File: src/rtl/eint_pkg.sv
package eint_pkg;

    typedef enum logic [1:0] {
        EDGE_OFF  = 2'b00,
        EDGE_RISE = 2'b01,
        EDGE_FALL = 2'b10,
        EDGE_BOTH = 2'b11
    } edge_mode_e;

    localparam int REG_AW = 3;
    localparam int REG_DW = 8;

    localparam logic [REG_AW-1:0] ADDR_EDGE_MODE = 3'd0;
    localparam logic [REG_AW-1:0] ADDR_EDGE_EN   = 3'd1;
    localparam logic [REG_AW-1:0] ADDR_EDGE_FLAG = 3'd2;
    localparam logic [REG_AW-1:0] ADDR_WAKE_EN   = 3'd3;
    localparam logic [REG_AW-1:0] ADDR_WAKE_FLAG = 3'd4;

endpackage

File: src/rtl/eint_pin_filter.sv
module eint_pin_filter #(
    parameter int FILT_LEN = 8
) (
    input  logic clk,
    input  logic rst_n,
    input  logic pin_i,
    output logic level_o
);
    localparam int CNT_W = (FILT_LEN > 2) ? $clog2(FILT_LEN) : 1;
    localparam logic [CNT_W-1:0] CNT_LAST = CNT_W'(FILT_LEN - 1);

    typedef struct packed {
        logic [1:0]       sync;
        logic             lvl;
        logic [CNT_W-1:0] cnt;
    } filt_state_t;

    localparam filt_state_t FILT_RST = '{sync: 2'b11, lvl: 1'b1, cnt: '0};

    filt_state_t st_d, st_q;

    always_comb begin
        st_d      = st_q;
        st_d.sync = {st_q.sync[0], pin_i};
        if (st_q.sync[1] == st_q.lvl) begin
            st_d.cnt = '0;
        end else if (st_q.cnt == CNT_LAST) begin
            st_d.lvl = st_q.sync[1];
            st_d.cnt = '0;
        end else begin
            st_d.cnt = st_q.cnt + 1'b1;
        end
    end

    always_ff @(posedge clk or negedge rst_n) begin
        if (!rst_n) st_q <= FILT_RST;
        else        st_q <= st_d;
    end

    assign level_o = st_q.lvl;

    // Accepted level changes only to the synchronized value after a full run
    AST_FILT_ACCEPT: assert property (@(posedge clk) disable iff (!rst_n)
        (st_q.lvl != $past(st_q.lvl)) |->
            (st_q.lvl == $past(st_q.sync[1]) && $past(st_q.cnt) == CNT_LAST));

    AST_FILT_CNT_RANGE: assert property (@(posedge clk) disable iff (!rst_n)
        st_q.cnt <= CNT_LAST);

endmodule

File: src/rtl/eint_edge_unit.sv
module eint_edge_unit
    import eint_pkg::*;
#(
    parameter int NUM_EDGE = 3,
    parameter int FILT_LEN = 8
) (
    input  logic                  clk,
    input  logic                  rst_n,
    input  logic [NUM_EDGE-1:0]   pin_i,
    input  logic [2*NUM_EDGE-1:0] mode_i,
    input  logic [NUM_EDGE-1:0]   en_i,
    input  logic [NUM_EDGE-1:0]   clr_i,
    output logic [NUM_EDGE-1:0]   flag_o,
    output logic [NUM_EDGE-1:0]   irq_o
);
    typedef struct packed {
        logic [NUM_EDGE-1:0] prev;
        logic [NUM_EDGE-1:0] flag;
    } edge_state_t;

    localparam edge_state_t EDGE_RST = '{prev: '1, flag: '0};

    logic [NUM_EDGE-1:0] lvl;
    edge_state_t st_d, st_q;

    for (genvar g = 0; g < NUM_EDGE; g++) begin : g_filt
        eint_pin_filter #(.FILT_LEN(FILT_LEN)) filt_i (
            .clk    (clk),
            .rst_n  (rst_n),
            .pin_i  (pin_i[g]),
            .level_o(lvl[g])
        );
    end

    always_comb begin
        st_d      = st_q;
        st_d.prev = lvl;
        for (int i = 0; i < NUM_EDGE; i++) begin
            logic       rise, fall, hit;
            edge_mode_e mode;
            mode = edge_mode_e'(mode_i[2*i +: 2]);
            rise = lvl[i] & ~st_q.prev[i];
            fall = ~lvl[i] & st_q.prev[i];
            unique case (mode)
                EDGE_RISE: hit = rise;
                EDGE_FALL: hit = fall;
                EDGE_BOTH: hit = rise | fall;
                default:   hit = 1'b0;
            endcase
            st_d.flag[i] = hit | (st_q.flag[i] & ~clr_i[i]);
        end
    end

    always_ff @(posedge clk or negedge rst_n) begin
        if (!rst_n) st_q <= EDGE_RST;
        else        st_q <= st_d;
    end

    assign flag_o = st_q.flag;
    assign irq_o  = st_q.flag & en_i;

    for (genvar g = 0; g < NUM_EDGE; g++) begin : g_chk
        // A flag only rises after an accepted transition under a live mode
        AST_EDGE_FLAG_CAUSE: assert property (@(posedge clk) disable iff (!rst_n)
            (st_q.flag[g] && !$past(st_q.flag[g])) |->
                ($past(mode_i[2*g +: 2]) != 2'b00 && $past(lvl[g]) != $past(st_q.prev[g])));

        AST_EDGE_FLAG_CLEAR: assert property (@(posedge clk) disable iff (!rst_n)
            (!st_q.flag[g] && $past(st_q.flag[g])) |-> $past(clr_i[g]));

        AST_EDGE_RISE_ONLY: assert property (@(posedge clk) disable iff (!rst_n)
            (st_q.flag[g] && !$past(st_q.flag[g]) && $past(mode_i[2*g +: 2]) == 2'b01) |->
                $past(lvl[g]));
    end

endmodule

File: src/rtl/eint_wake_unit.sv
module eint_wake_unit #(
    parameter int NUM_WAKE = 8,
    parameter int FILT_LEN = 8
) (
    input  logic                clk,
    input  logic                rst_n,
    input  logic [NUM_WAKE-1:0] pin_i,
    input  logic [NUM_WAKE-1:0] en_i,
    input  logic [NUM_WAKE-1:0] clr_i,
    output logic [NUM_WAKE-1:0] flag_o,
    output logic                irq_o
);
    typedef struct packed {
        logic [NUM_WAKE-1:0] flag;
    } wake_state_t;

    localparam wake_state_t WAKE_RST = '{flag: '0};

    logic [NUM_WAKE-1:0] lvl;
    wake_state_t st_d, st_q;

    for (genvar g = 0; g < NUM_WAKE; g++) begin : g_filt
        eint_pin_filter #(.FILT_LEN(FILT_LEN)) filt_i (
            .clk    (clk),
            .rst_n  (rst_n),
            .pin_i  (pin_i[g]),
            .level_o(lvl[g])
        );
    end

    always_comb begin
        st_d      = st_q;
        st_d.flag = (en_i & ~lvl) | (st_q.flag & ~clr_i);
    end

    always_ff @(posedge clk or negedge rst_n) begin
        if (!rst_n) st_q <= WAKE_RST;
        else        st_q <= st_d;
    end

    assign flag_o = st_q.flag;
    assign irq_o  = |(st_q.flag & en_i);

    for (genvar g = 0; g < NUM_WAKE; g++) begin : g_chk
        AST_WAKE_SET_CAUSE: assert property (@(posedge clk) disable iff (!rst_n)
            (st_q.flag[g] && !$past(st_q.flag[g])) |->
                ($past(en_i[g]) && !$past(lvl[g])));

        AST_WAKE_EVENT_WINS: assert property (@(posedge clk) disable iff (!rst_n)
            ($past(en_i[g]) && !$past(lvl[g])) |-> st_q.flag[g]);
    end

endmodule

File: src/rtl/ext_irq_ctrl.sv
module ext_irq_ctrl
    import eint_pkg::*;
#(
    parameter int NUM_EDGE = 3,
    parameter int NUM_WAKE = 8,
    parameter int FILT_LEN = 8
) (
    input  logic                clk,
    input  logic                rst_n,
    input  logic [NUM_EDGE-1:0] edge_pin_i,
    input  logic [NUM_WAKE-1:0] wake_pin_i,
    input  logic                reg_we_i,
    input  logic [2:0]          reg_addr_i,
    input  logic [7:0]          reg_wdata_i,
    output logic [7:0]          reg_rdata_o,
    output logic [NUM_EDGE-1:0] edge_irq_o,
    output logic                wake_irq_o,
    output logic                wake_o
);
    localparam int MODE_W = 2 * NUM_EDGE;

    typedef struct packed {
        logic [MODE_W-1:0]   mode;
        logic [NUM_EDGE-1:0] een;
        logic [NUM_WAKE-1:0] wen;
    } ctrl_state_t;

    localparam ctrl_state_t CTRL_RST = '{mode: '0, een: '0, wen: '0};

    ctrl_state_t st_d, st_q;
    logic [NUM_EDGE-1:0] edge_clr, edge_flag;
    logic [NUM_WAKE-1:0] wake_clr, wake_flag;

    always_comb begin
        st_d     = st_q;
        edge_clr = '0;
        wake_clr = '0;
        if (reg_we_i) begin
            unique case (reg_addr_i)
                ADDR_EDGE_MODE: st_d.mode = reg_wdata_i[MODE_W-1:0];
                ADDR_EDGE_EN:   st_d.een  = reg_wdata_i[NUM_EDGE-1:0];
                ADDR_EDGE_FLAG: edge_clr  = ~reg_wdata_i[NUM_EDGE-1:0];
                ADDR_WAKE_EN:   st_d.wen  = reg_wdata_i[NUM_WAKE-1:0];
                ADDR_WAKE_FLAG: wake_clr  = ~reg_wdata_i[NUM_WAKE-1:0];
                default: ;
            endcase
        end
    end

    always_ff @(posedge clk or negedge rst_n) begin
        if (!rst_n) st_q <= CTRL_RST;
        else        st_q <= st_d;
    end

    always_comb begin
        reg_rdata_o = '0;
        unique case (reg_addr_i)
            ADDR_EDGE_MODE: reg_rdata_o[MODE_W-1:0]   = st_q.mode;
            ADDR_EDGE_EN:   reg_rdata_o[NUM_EDGE-1:0] = st_q.een;
            ADDR_EDGE_FLAG: reg_rdata_o[NUM_EDGE-1:0] = edge_flag;
            ADDR_WAKE_EN:   reg_rdata_o[NUM_WAKE-1:0] = st_q.wen;
            ADDR_WAKE_FLAG: reg_rdata_o[NUM_WAKE-1:0] = wake_flag;
            default: ;
        endcase
    end

    eint_edge_unit #(.NUM_EDGE(NUM_EDGE), .FILT_LEN(FILT_LEN)) edge_u (
        .clk   (clk),
        .rst_n (rst_n),
        .pin_i (edge_pin_i),
        .mode_i(st_q.mode),
        .en_i  (st_q.een),
        .clr_i (edge_clr),
        .flag_o(edge_flag),
        .irq_o (edge_irq_o)
    );

    eint_wake_unit #(.NUM_WAKE(NUM_WAKE), .FILT_LEN(FILT_LEN)) wake_u (
        .clk   (clk),
        .rst_n (rst_n),
        .pin_i (wake_pin_i),
        .en_i  (st_q.wen),
        .clr_i (wake_clr),
        .flag_o(wake_flag),
        .irq_o (wake_irq_o)
    );

    assign wake_o = (|edge_irq_o) | wake_irq_o;

    AST_IRQ_NEEDS_EN: assert property (@(posedge clk) disable iff (!rst_n)
        (edge_irq_o & ~st_q.een) == '0);

    AST_CTRL_WRITE: assert property (@(posedge clk) disable iff (!rst_n)
        ($past(reg_we_i) && $past(reg_addr_i) == ADDR_EDGE_EN) |->
            st_q.een == $past(reg_wdata_i[NUM_EDGE-1:0]));

endmodule

File: config.mk
export PLATFORM = sky130hd
export DESIGN_NAME = ext_irq_ctrl
export DESIGN_NICKNAME = d
export VERILOG_FILES = /design/src/rtl/eint_pkg.sv /design/src/rtl/eint_pin_filter.sv /design/src/rtl/eint_edge_unit.sv /design/src/rtl/eint_wake_unit.sv /design/src/rtl/ext_irq_ctrl.sv
export SDC_FILE = /design/constraint.sdc
export NUM_CORES = 1
export LEC_CHECK = 0
export BUFFER_PORTS_ARGS = -buffer_cell sky130_fd_sc_hd__buf_2
export CORE_ASPECT_RATIO = 1.1
export CORE_MARGIN = 2
export CORE_UTILIZATION = 30
export DETAILED_ROUTE_END_ITERATION = 7
export SLEW_MARGIN = 5
export SYNTH_ARGS = -nofsm -noshare
export SYNTH_HDL_FRONTEND = slang
export SYNTH_SLANG_ARGS = --single-unit
File: constraint.sdc
create_clock -name clk -period 2.5 [get_ports clk]
set_input_delay 0.5 -clock clk [delete_from_list [all_inputs] [get_ports clk]]
set_output_delay 0.5 -clock clk [all_outputs]
set_load 0.1 [all_outputs]
==> results.ini <==
[clock_network]
cts.clk_slew.worst_paths_ps = 70
cts_tree = yes
cts_resized = 0
cts-root-buf = clkbuf_16
cts_buffers = 9
worstSkewPairLatency_ps = 340
htree_levels = 3
holdBufCountCts = 0
clockBufferDepth = 2
clock-sinks = 97
post_cts_buffers = 0

[placed_design]
post-place-ws_ps = 356.1
placed_cells = 493
placed_cell_area_mm2 = 0.004634
dpl.hpwl_um = 5413
io_buffers = 37
finalWeightedCongestion = 0.8194

[worst_setup_path]
cp.required_ps = 2000
cp-start-kind = register
path_cells = a22oi_1 > nand4_1 > or4_4 > buf_4
crit_fanout = 3
endpoint_kind = output pin
path_buf_inv = 1
cpMaxStageDelayCell = or4_4
cpPeakStageDelay_ps = 440
worstPathArrival_ps = 1920
path_delay_family = simple AND/OR/NAND/NOR gates
path_class = register to output pin

[final_layout]
finalNonFillerCells = 509
syn2layout_area_growth_pct = 22.42
drive_gt1_share_pct = 37.36
final_util_pct = 37.59
stdcell_area_mm2 = 0.004967
layout.nets = 396
diodes = 0

[route]
routed_wl_um = 7539
ant_nets = 0
dr.pass1.iters = 4
vias = 2404
drc = 0
drt_iter0_drc = 117
routedWlPerCell_um = 14.81
via_per_inst = 4.723

[synth]
syn_area_mm2 = 0.004058
yosys_warnings = 0
synth_ff_type = dfrtp_1
syn-num-nets = 350
synthDistinctLibCells = 31
synth_top_cell_area_share_pct = 37.62
synth_edf_count = 0
syn_area_per_cell_um2 = 13.66
yosysTopAreaCell = dfrtp_1
synthCells = 297
ys_top_cells_by_count = dfrtp_1, dfstp_2, ha_1, mux2_2, o21ai_0
synth_area_leaders = dfrtp_1, dfstp_2, ha_1
ys_ff_latch = 97
yosysMostFrequentCell = dfrtp_1
synthArstFlopShare_pct = 100.0
yosysSeqAreaShare_pct = 60.93

[global_route]
antenna_found_initial = 0
grt_usage_pct = 11.50
grt.overflow.total = 0
grt_pass1_wl_um = 12720
grt_pass1_vias = 2548
grt_max_degree = 44

[floorplanning]
dieArea_mm2 = 0.01447
die_y_um = 126.0
core_mm2 = 0.01321
ios = 38
std_cell_rows = 44
start_util_pct = 30.71
die_w_um = 114.9

[pwr]
power.leakage_uw = 0.002190
p_per_area_mw_per_mm2 = 1027
vdd_drop_max_v = 0.0005636

[timing]
tightest_slew_ps = 511.2
finalCritPeriodShare_pct = 96.68
relSlewSlack_pct = 65.92
finalClockSkew_ps = 4.230
period_minus_slack_ps = 2417
rsz0062_at_grt = false
setup_viol = 0
fmax_mhz = 413.7
worst_slack_ps = 82.91
hold_viol = 0
slew_violations = 0

[status]
status = complete, no violations

[run]
max_cap_violations = 0

[min_path]
holdCritPathClass = primary input to async pin

[path summary, 6_finish.rpt]
check                                                             from                                         to  slack [ps]  depth (start not counted)
max reg2reg                edge_u.g_filt[0].filt_i.level_o$_DFFE_PN1P_                 edge_u.flag_o[0]$_DFF_PN0_        1150                          5
min reg2reg                  edge_u.g_filt[1].filt_i.st_d[5]$_DFF_PN1_  edge_u.g_filt[1].filt_i.st_q[5]$_DFF_PN1_         360                          0
max in group asynchronous                                        rst_n                   edge_u.st_q[5]$_DFF_PN1_        1700                          2
min in group clk                                         wake_pin_i[4]  wake_u.g_filt[4].filt_i.st_d[5]$_DFF_PN1_         250                          1
min                                                              rst_n  wake_u.g_filt[6].filt_i.st_q[2]$_DFF_PN0_          60                          1
max                                                st_q[3]$_DFFE_PN0P_                                     wake_o          80                          4
[logic make-up after synthesis]
family	count (synthesis)	share of synthesized area, %
compound gates	46	6.938
xor+xnor	11	2.374
fa+ha+maj	28	8.634
buf+inv	18	1.788
flops	97	60.93
mux	31	8.511
simple gates	66	10.82
[power by group]
part / switching (uW) / total (uW) / internal, uW
clock: 590 / 1490 / 905
combinational: 702 / 1260 / 557
sequential: 276 / 2350 / 2070
total: 1570 / 5100 / 3530
[state kept, by name, summed over array words and instances (netlist names)]
signal                        cells
edge_u.g_filt.filt_i.st_q        12
edge_u.g_filt.filt_i.level_o      3
edge_u.st_q                       3
wake_u.g_filt.filt_i.st_q        32
edge_u.g_filt.filt_i.st_d         3
edge_u.flag_o                     3
wake_u.flag_o                     8
st_q                             17
wake_u.g_filt.filt_i.level_o      8
wake_u.g_filt.filt_i.st_d         8
[cells in the final DEF, fill, tap and decap left out, types with 3 or more instances in the layout]
cell        Yosys  final
clkbuf_16       0      9
xnor2_1         5      5
dfstp_2        36     36
clkinvlp_4      0      3
xor2_1          6      6
o21ai_2         0      3
nor3b_1        11     11
nor2b_1        14     14
mux2i_1         3      3
mux2_2         28     28
buf_2           4     27
buf_12          0      9
nand2_1         8      8
nor2_1          3      3
and2_1         15     15
a22oi_1         6      6
ha_1           28     28
nor3_1          5      5
o21ai_0        28     25
buf_4           0      3
dfrtp_1        61     61
inv_1          14     14
o211ai_1        3      3
[cell type report]
class                           instances  area [um^2]
Clock buffer                           10        239.0
Timing Repair Buffer                   39        337.8
Fill cell                            1265         8245
Clock inverter                          6        91.34
Sequential cell                        97         2472
Inverter                               14        52.55
Multi-Input combinational cell        182         1573
Tap cell                              161        201.4
[stage by stage]
| stage | total power (uW) | hold WS (ps) | TNS, ps |
|---|---|---|---|
| after floorplan | 3248 | 204.4 | -707.4 |
| after global placement | 3579 | 345.8 | 0 |
| after detailed placement | 3653 | 347.2 | 0 |
| after CTS | 5185 | 64.64 | 0 |
| after global routing | 5441 | 67.23 | 0 |
| final | 5102 | 63.79 | 0 |
[routing by layer]
metal / global-route usage [%] / share of wire, % / vias up
met1: 15.37 / 46 / 1188
met2: 17.40 / 46 / 71
met3: 4.524 / 7.3 / 6
li1: - / - / 1139
met4: 3.189 / 1.1 / 0
met5: 0 / 0 / -
No activity file was read; power rests on OpenSTA's default activity.
